`config.mk`:
```
export PLATFORM = sky130hd
export DESIGN_NAME = npc_unit
export DESIGN_NICKNAME = d
export VERILOG_FILES = /design/src/rtl/npc_pkg.sv /design/src/rtl/npc_decode.sv /design/src/rtl/npc_offset.sv /design/src/rtl/npc_select.sv /design/src/rtl/npc_unit.sv
export SDC_FILE = /design/constraint.sdc
export NUM_CORES = 1
export LEC_CHECK = 0
export ABC_AREA = 1
export BUFFER_PORTS_ARGS = -buffer_cell sky130_fd_sc_hd__buf_2
export CORE_ASPECT_RATIO = 1.75
export CORE_MARGIN = 2
export CORE_UTILIZATION = 30
export DETAILED_ROUTE_END_ITERATION = 7
export SYNTH_ARGS = -nofsm -noshare
export SYNTH_HDL_FRONTEND = slang
export SYNTH_SLANG_ARGS = --single-unit
```
`constraint.sdc`:
```
create_clock -name vclk -period 8
set_clock_uncertainty 0.15 [all_clocks]
set_input_delay 1.6 -clock vclk [all_inputs]
set_output_delay 1.6 -clock vclk [all_outputs]
set_load 0.02 [all_outputs]
```
`src/rtl/npc_pkg.sv`:
```
package npc_pkg;
   typedef enum logic [2:0] {
      K_SEQ  = 3'd0,
      K_JUMP = 3'd1,
      K_CALL = 3'd2,
      K_CBZ  = 3'd3,
      K_CBNZ = 3'd4,
      K_REG  = 3'd5
   } br_kind_e;

   localparam logic [5:0]  OPC_JUMP = 6'b000101;
   localparam logic [5:0]  OPC_CALL = 6'b100101;
   localparam logic [7:0]  OPC_CBZ  = 8'b10110100;
   localparam logic [7:0]  OPC_CBNZ = 8'b10110101;
   localparam logic [10:0] OPC_RJMP = 11'b11010110000;
endpackage

```
`src/rtl/npc_decode.sv`:
```
module npc_decode
   import npc_pkg::*;
#(
   parameter int ILEN = 32
) (
   input  logic [ILEN-1:0] instr_i,
   output br_kind_e        kind_o
);
   logic hit_jump, hit_call, hit_cbz, hit_cbnz, hit_reg;

   assign hit_jump = (instr_i[ILEN-1 -: 6]  == OPC_JUMP);
   assign hit_call = (instr_i[ILEN-1 -: 6]  == OPC_CALL);
   assign hit_cbz  = (instr_i[ILEN-1 -: 8]  == OPC_CBZ);
   assign hit_cbnz = (instr_i[ILEN-1 -: 8]  == OPC_CBNZ);
   assign hit_reg  = (instr_i[ILEN-1 -: 11] == OPC_RJMP);

   always_comb begin
      kind_o = K_SEQ;
      if (hit_jump)      kind_o = K_JUMP;
      else if (hit_call) kind_o = K_CALL;
      else if (hit_cbz)  kind_o = K_CBZ;
      else if (hit_cbnz) kind_o = K_CBNZ;
      else if (hit_reg)  kind_o = K_REG;
   end

   always_comb begin
      AST_ONE_CLASS: assert ($onehot0({hit_jump, hit_call, hit_cbz, hit_cbnz, hit_reg}));
   end
endmodule

```
`src/rtl/npc_offset.sv`:
```
module npc_offset #(
   parameter int XLEN     = 64,
   parameter int FIELD_W  = 26,
   parameter int ALIGN_SH = 2
) (
   input  logic [FIELD_W-1:0] field_i,
   output logic [XLEN-1:0]    offset_o
);
   localparam int EXT_W = XLEN - FIELD_W - ALIGN_SH;

   if (EXT_W < 1) begin : g_bad_width
      $error("npc_offset: field plus shift must be narrower than XLEN");
   end

   if (ALIGN_SH == 0) begin : g_unscaled
      assign offset_o = {{EXT_W{field_i[FIELD_W-1]}}, field_i};
   end else begin : g_scaled
      assign offset_o = {{EXT_W{field_i[FIELD_W-1]}}, field_i, {ALIGN_SH{1'b0}}};
   end
endmodule

```
`src/rtl/npc_select.sv`:
```
module npc_select
   import npc_pkg::*;
#(
   parameter int XLEN     = 64,
   parameter int ALIGN_SH = 2
) (
   input  br_kind_e        kind_i,
   input  logic [XLEN-1:0] pc_i,
   input  logic [XLEN-1:0] off_long_i,
   input  logic [XLEN-1:0] off_short_i,
   input  logic [XLEN-1:0] test_val_i,
   input  logic [XLEN-1:0] tgt_val_i,
   output logic [XLEN-1:0] seq_pc_o,
   output logic [XLEN-1:0] next_pc_o
);
   localparam logic [XLEN-1:0] STEP = XLEN'(1) << ALIGN_SH;

   logic [XLEN-1:0] rel_long, rel_short;
   logic            is_zero;

   assign seq_pc_o  = pc_i + STEP;
   assign rel_long  = pc_i + off_long_i;
   assign rel_short = pc_i + off_short_i;
   assign is_zero   = (test_val_i == '0);

   always_comb begin
      unique case (kind_i)
         K_JUMP, K_CALL: next_pc_o = rel_long;
         K_CBZ:          next_pc_o = is_zero ? rel_short : seq_pc_o;
         K_CBNZ:         next_pc_o = is_zero ? seq_pc_o : rel_short;
         K_REG:          next_pc_o = tgt_val_i;
         default:        next_pc_o = seq_pc_o;
      endcase
   end

   always_comb begin
      AST_SEQ_ADVANCE: assert (kind_i != K_SEQ || next_pc_o - pc_i == STEP);
      AST_CBZ_FALLTHRU: assert (!(kind_i == K_CBZ && test_val_i != '0) || next_pc_o - pc_i == STEP);
      AST_CBNZ_FALLTHRU: assert (!(kind_i == K_CBNZ && test_val_i == '0) || next_pc_o - pc_i == STEP);
      AST_REG_TARGET: assert (kind_i != K_REG || next_pc_o == tgt_val_i);
   end
endmodule

```
`src/rtl/npc_unit.sv`:
```
module npc_unit
   import npc_pkg::*;
#(
   parameter int XLEN     = 64,
   parameter int ILEN     = 32,
   parameter int RIDX_W   = 5,
   parameter int LINK_REG = 30,
   parameter int LONG_W   = 26,
   parameter int SHORT_W  = 19,
   parameter int ALIGN_SH = 2
) (
   input  logic [XLEN-1:0]   pc_i,
   input  logic [ILEN-1:0]   instr_i,
   input  logic [XLEN-1:0]   test_val_i,
   input  logic [XLEN-1:0]   tgt_val_i,
   output logic [XLEN-1:0]   next_pc_o,
   output logic              link_we_o,
   output logic [RIDX_W-1:0] link_addr_o,
   output logic [XLEN-1:0]   link_data_o
);
   localparam int SHORT_LSB = RIDX_W;

   if (ILEN != 32) begin : g_bad_ilen
      $error("npc_unit: field layout assumes 32-bit instructions");
   end
   if (LINK_REG >= (1 << RIDX_W)) begin : g_bad_link
      $error("npc_unit: link register index out of range");
   end
   if (SHORT_LSB + SHORT_W > ILEN - 8) begin : g_bad_short
      $error("npc_unit: short offset overlaps opcode");
   end

   br_kind_e        kind;
   logic [XLEN-1:0] off_long, off_short, seq_pc;

   npc_decode #(.ILEN(ILEN)) decode_i (
      .instr_i (instr_i),
      .kind_o  (kind)
   );

   npc_offset #(.XLEN(XLEN), .FIELD_W(LONG_W), .ALIGN_SH(ALIGN_SH)) long_off_i (
      .field_i  (instr_i[LONG_W-1:0]),
      .offset_o (off_long)
   );

   npc_offset #(.XLEN(XLEN), .FIELD_W(SHORT_W), .ALIGN_SH(ALIGN_SH)) short_off_i (
      .field_i  (instr_i[SHORT_LSB +: SHORT_W]),
      .offset_o (off_short)
   );

   npc_select #(.XLEN(XLEN), .ALIGN_SH(ALIGN_SH)) select_i (
      .kind_i      (kind),
      .pc_i        (pc_i),
      .off_long_i  (off_long),
      .off_short_i (off_short),
      .test_val_i  (test_val_i),
      .tgt_val_i   (tgt_val_i),
      .seq_pc_o    (seq_pc),
      .next_pc_o   (next_pc_o)
   );

   assign link_we_o   = (kind == K_CALL);
   assign link_addr_o = RIDX_W'(LINK_REG);
   assign link_data_o = seq_pc;

   always_comb begin
      AST_CALL_TARGET: assert (!link_we_o || next_pc_o - pc_i == off_long);
      AST_CALL_RETURN: assert (!link_we_o || link_data_o - pc_i == (XLEN'(1) << ALIGN_SH));
   end
endmodule

```
### Word-level counts from Yosys, hierarchy flattened

Index checks and enable logic that the tools add are counted.

| word-level totals | value |
|---|---|
| register bits after elaboration | 0 |
| bits of input ports | 224 |

| operators by class | value |
|---|---|
| add/sub/neg operators | 3 |
| eq/ne operators | 10 |
| muxes and demuxes | 8 |
| reduce and logical (&&, ||, !) cells | 2 |

Operators by type and width:

| kind | number |
|---|---|
| $pmux W64 S4 | 1 |
| $add A64 B64 Y64 | 2 |
| $mux W64 | 2 |
| $add A64 B3 Y64 const B | 1 |
| $logic_not A64 Y1 | 1 |
| $eq A8 B8 Y1 const B | 2 |
| $mux W3 | 5 |
| $eq A11 B11 Y1 const B | 1 |
| $eq A3 B2 Y1 const B | 2 |
| $eq A3 B3 Y1 const B | 2 |
| $eq A6 B3 Y1 const B | 1 |
| $eq A6 B6 Y1 const B | 1 |
| $eq A3 B1 Y1 const B | 1 |
| $reduce_or A2 Y1 | 1 |

### Logic depth before layout (Yosys ltp)

| depth | value |
|---|---|
| word-level depth | 9 |
| depth in mapped cells | 18 |

### Modules after synthesis

A second synthesis with hierarchy kept.

| second synthesis, totals | value |
|---|---|
| cell total of the unflattened synthesis | 3506 |
| area, all modules | 16512.1 um^2 |

By module, submodules not included:

| module | times used | cells an instance | area an instance (um^2) | sequential area each (um^2) |
|---|---|---|---|---|
| npc_select | 1 | 3334 | 15329.7 | 0.0 |
| npc_offset | 2 | 65 | 484.2 | 0.0 |
| npc_decode | 1 | 32 | 155.1 | 0.0 |
| npc_unit | 1 | 10 | 58.8 | 0.0 |

### Worst setup path after synthesis

OpenSTA, ideal clock, no wires.

| path | value |
|---|---|
| kind | in2out |
| start | in pc_i[2] |
| end | out next_pc_o[28] |
| arrival | 3.417 ns |
| required time | 6.250 ns |
| path slack | 2.833 ns |
| cell stages on the path | 13 |
| path through | ha_1 inv_1 fa_1 nand3b_1 nand2_1 nand2_1 nand2_1 nand2_1 nand2_1 nand3_1 nand2_1 nor2_1 o2111ai_1 |

| on the way | value |
|---|---|
| longest elaborated chain between the ends | 3 |
| elaborated cells on any way between the ends | 6 |
| those cells by class | 3 x add/sub; 3 x mux |

RTL lines:

| what | RTL line | RTL |
|---|---|---|
| start: declaration | npc_unit.sv:12 | `input logic [XLEN-1:0] pc_i,` |
| $add A64 B64 Y64 or $add A64 B3 Y64 (tied branches) | npc_select.sv:23, npc_select.sv:21 |  |
| $mux W64 (on tied branches) | npc_select.sv:30, npc_select.sv:29 |  |
| $pmux W64 S4 (*) | npc_select.sv:27 | `unique case (kind_i)` |
| end: declaration | npc_unit.sv:16 | `output logic [XLEN-1:0] next_pc_o,` |

Mark *: on every way between the ends. The rest lies on a longest branch, timed or not.

### Final worst setup path

| path | value |
|---|---|
| start | in instr_i[27] |
| end | out next_pc_o[29] |

| on the way | value |
|---|---|
| longest elaborated chain between the ends | 9 |
| elaborated cells on any way between the ends | 17 |
| those cells by class | 10 x eq/ne; 6 x mux; 1 x reduce/logical |

RTL lines:

| what | RTL line | RTL |
|---|---|---|
| start: declaration | npc_unit.sv:13 | `input logic [ILEN-1:0] instr_i,` |
| $eq A11 B11 Y1 | npc_decode.sv:15 | `assign hit_reg = (instr_i[ILEN-1 -: 11] == OPC_RJMP);` |
| $mux W3 | npc_decode.sv:23 | `else if (hit_reg) kind_o = K_REG;` |
| $mux W3 | npc_decode.sv:22 | `else if (hit_cbnz) kind_o = K_CBNZ;` |
| $mux W3 | npc_decode.sv:21 | `else if (hit_cbz) kind_o = K_CBZ;` |
| $mux W3 | npc_decode.sv:20 | `else if (hit_call) kind_o = K_CALL;` |
| $mux W3 (*) | npc_decode.sv:19 | `if (hit_jump) kind_o = K_JUMP;` |
| $eq A3 B2 Y1 or $eq A3 B1 Y1 (tied branches) | npc_select.sv:27 |  |
| $reduce_or A2 Y1 | npc_select.sv:27 |  |
| $pmux W64 S4 (*) | npc_select.sv:27 |  |

Marked as above.

==> reports/metrics.csv <==
stage,metric,value,unit
global_route,grt.total_usage,34.5,%
synth,yosysWarnings,0,
place,portBuffers,353,
detailed_routing,dr.pass1.iters,6,
sta,period_minus_slack,6620,ps
synth,synth.cell_area,13600,µm²
pwr,p_clk_share,0,%
synth,yosysTopAreaCellShare,28.7,%
global_route,grt_pass1_vias,19707,
synth,synth_cell_types,44,
detailed_routing,drcViolationCount,0,
pwr,ir_drop,31.2,µV
detailed_routing,wl_per_cell,22.4,µm
sta,maxSlewViolCount,0,
floorplanning,initial_utilization,30.3,%
sta,fmax,0.151,GHz
sta,setup_tns,0,ps
place,place_inst,3761,
worst_setup_path,setup.worst_path.start_class,primary input,
pwr,switchingPower,0.740,mW
worst_setup_path,crit_arrival,4870,ps
floorplanning,die_area,47200,µm²
sta,period_share,82.8,%
worst_setup_path,crit_type,in2out,
synth,avgSynthCellArea,4.78,µm²
finish,seqCellArea,0,µm²
global_route,grt_pass1_wl,119,mm
sta,relSlewSlack,14.0,%
floorplanning,die_h,286,µm
place,place_congestion,1.19,
clock_network,post_cts_resized,0,
clock_network,cts.hold.buffers_added,0,
floorplanning,rows,103,
job,drv_cap,0,
detailed_routing,drtAntennaViolNets,0,
floorplanning,die_x,165,µm
pwr,internal_power,0.329,mW
pwr,seqPwrFrac,0,%
clock_network,post-cts-setup-buffers,0,
finish,num-nets-final,3534,
synth,synth_area_leaders,"nand2_1, inv_1, ha_1",
detailed_routing,wl,84.3,mm
global_route,grt_antenna_before_repair,6,
detailed_routing,vias_per_cell,5.41,
worst_setup_path,worstPathRequired,6250,ps
sta,worst_slew_pin_slew,1290,ps
outcome,status,"finished, final reports clean",
finish,fin_util,35.7,%
pwr,p_per_area,66.5,nW/µm²
detailed_routing,drtIter0Drc,2006,
pwr,cellLeakagePower,8.66,nW
sta,rsz0062_at_grt,false,
pwr,switching_share,69.2,%
sta,whs,3310,ps
worst_setup_path,end_kind,output port,
finish,numSequentialCells,0,
finish,layout-drive-gt1-share,13.2,%
detailed_routing,vias,20376,
synth,synth_cells,2853,
hold_path,hp-class,in2out,
synth,ys_seq_area_share,0,%
place,hpwlAfterDp,71.7,mm
global_route,overflow,0,
finish,syn2layout_area_growth,17.8,%
sta,hold_viol_final,0,
finish,multi_input_area,11700,µm²
floorplanning,coreArea,45000,µm²
worst_setup_path,path_max_fanout,43,
finish,stdcell_count,3765,
pwr,combPwrFrac,100.0,%
sta,final-setup-viol-count,0,
floorplanning,io_pins,358,
synth,synth_area_leader_cell,nand2_1,
finish,fillCellCount,5351,
finish,clock_buffers,0,
global_route,grt_max_degree,45,
[layout make-up]
class / count / area share (%)
Tap cell: 577 / 4.50
Antenna cell: 4 / 0.0623
Inverter: 470 / 11.0
Multi-Input combinational cell: 2353 / 73.1
Timing Repair Buffer: 361 / 11.4
[path summary, 6_finish.rpt]
kind              slack (ps)        endpoint  cells after the start   startpoint
setup / recovery        1380   next_pc_o[29]                     14  instr_i[27]
hold / removal          3310  link_data_o[1]                      2      pc_i[1]
[kinds of logic (layout without fill, tap and decap cells)]
kind of cell	after synthesis	after routing	share of synthesized area, %
and+or+nand+nor	1840	1840	56.8
adders and majority gates	124	124	11.5
xor gates and xnor gates	79	79	5.18
other	2	9	0.0551
buffers and inverters	503	831	14.2
AOI/OAI and AO/OA	305	305	12.3
[power groups by stage]
stage	clock network (mW)	registers [mW]	logic, mW
after global routing	0.0000000669	0	1.16
after detailed placement	0	0	1.03
final	0.0000000670	0	1.07
after floorplan	0	0	0.650
after CTS	0	0	1.03
after global placement	0	0	1.03
[synth_stat cells, types with 2 or more instances]
library cell / number
nand4_1: 77
nand2_1: 1041
buf_1: 4
or2_2: 31
nor2_2: 5
o21ai_0: 84
nor4_1: 7
inv_1: 467
o21ai_1: 2
conb_1: 2
fa_1: 2
nor3_1: 55
nand3_1: 210
inv_2: 2
xor2_1: 50
buf_4: 7
nor2_4: 4
nand3b_1: 22
nand2_2: 4
a21o_1: 10
nor2_1: 371
and3_1: 2
o2111ai_1: 21
xnor2_1: 27
a21oi_1: 168
ha_1: 122
or2_0: 2
buf_2: 12
xor2_2: 2
clkbuf_1: 10
o21bai_1: 12
nor3_2: 2
o21a_1: 5
[layout by cell type, fill, tap and decap left out, types with 2 or more instances in the layout]
master,Yosys,layout
nand2_1,1041,1041
conb_1,2,5
nand3_1,210,209
a21o_1,10,10
xnor2_1,27,27
nor3_2,2,2
nor2_2,5,5
or2_2,31,31
buf_4,7,8
o21bai_1,12,12
o21ai_0,84,84
xor2_1,50,50
nand2_2,4,4
xor2_2,2,2
ha_1,122,122
nor2_4,4,4
inv_2,2,2
nor4_1,7,7
diode_2,0,4
a21oi_1,168,168
o21a_1,5,5
o2111ai_1,21,21
nand4_1,77,77
inv_1,467,467
nor2_1,371,371
nand3b_1,22,22
and3_1,2,2
buf_2,12,353
fa_1,2,2
nand3_2,1,2
nor3_1,55,55
or2_0,2,2
[through the flow]
step           worst slack [ps]  total power [mW]  cell area (µm²)
2_1_floorplan              2830             0.650            13600
3_3_place_gp               1520              1.03            16000
3_5_place_dp               1470              1.03            16000
4_1_cts                    1460              1.03            16000
5_1_grt                    1130              1.16            16100
6_report                   1380              1.07            16100
[routing by layer]
metal  wire (µm)  global-route usage, %
met1       27300                   34.7
met2       40000                   59.0
met3        7250                   6.61
met4        9650                   31.5
met5           0                      0
[worst max-delay path, stage by stage]
cell,delay [ps]
buf_2,90
inv_1,50
nand2_1,70
nor3_1,310
nand2_1,90
buf_4,210
nand2_1,100
nor2_2,80
inv_1,300
nand3_2,1010
buf_4,560
nand2_1,80
o2111ai_1,110
buf_2,190
No activity file was read; power rests on OpenSTA's default activity.
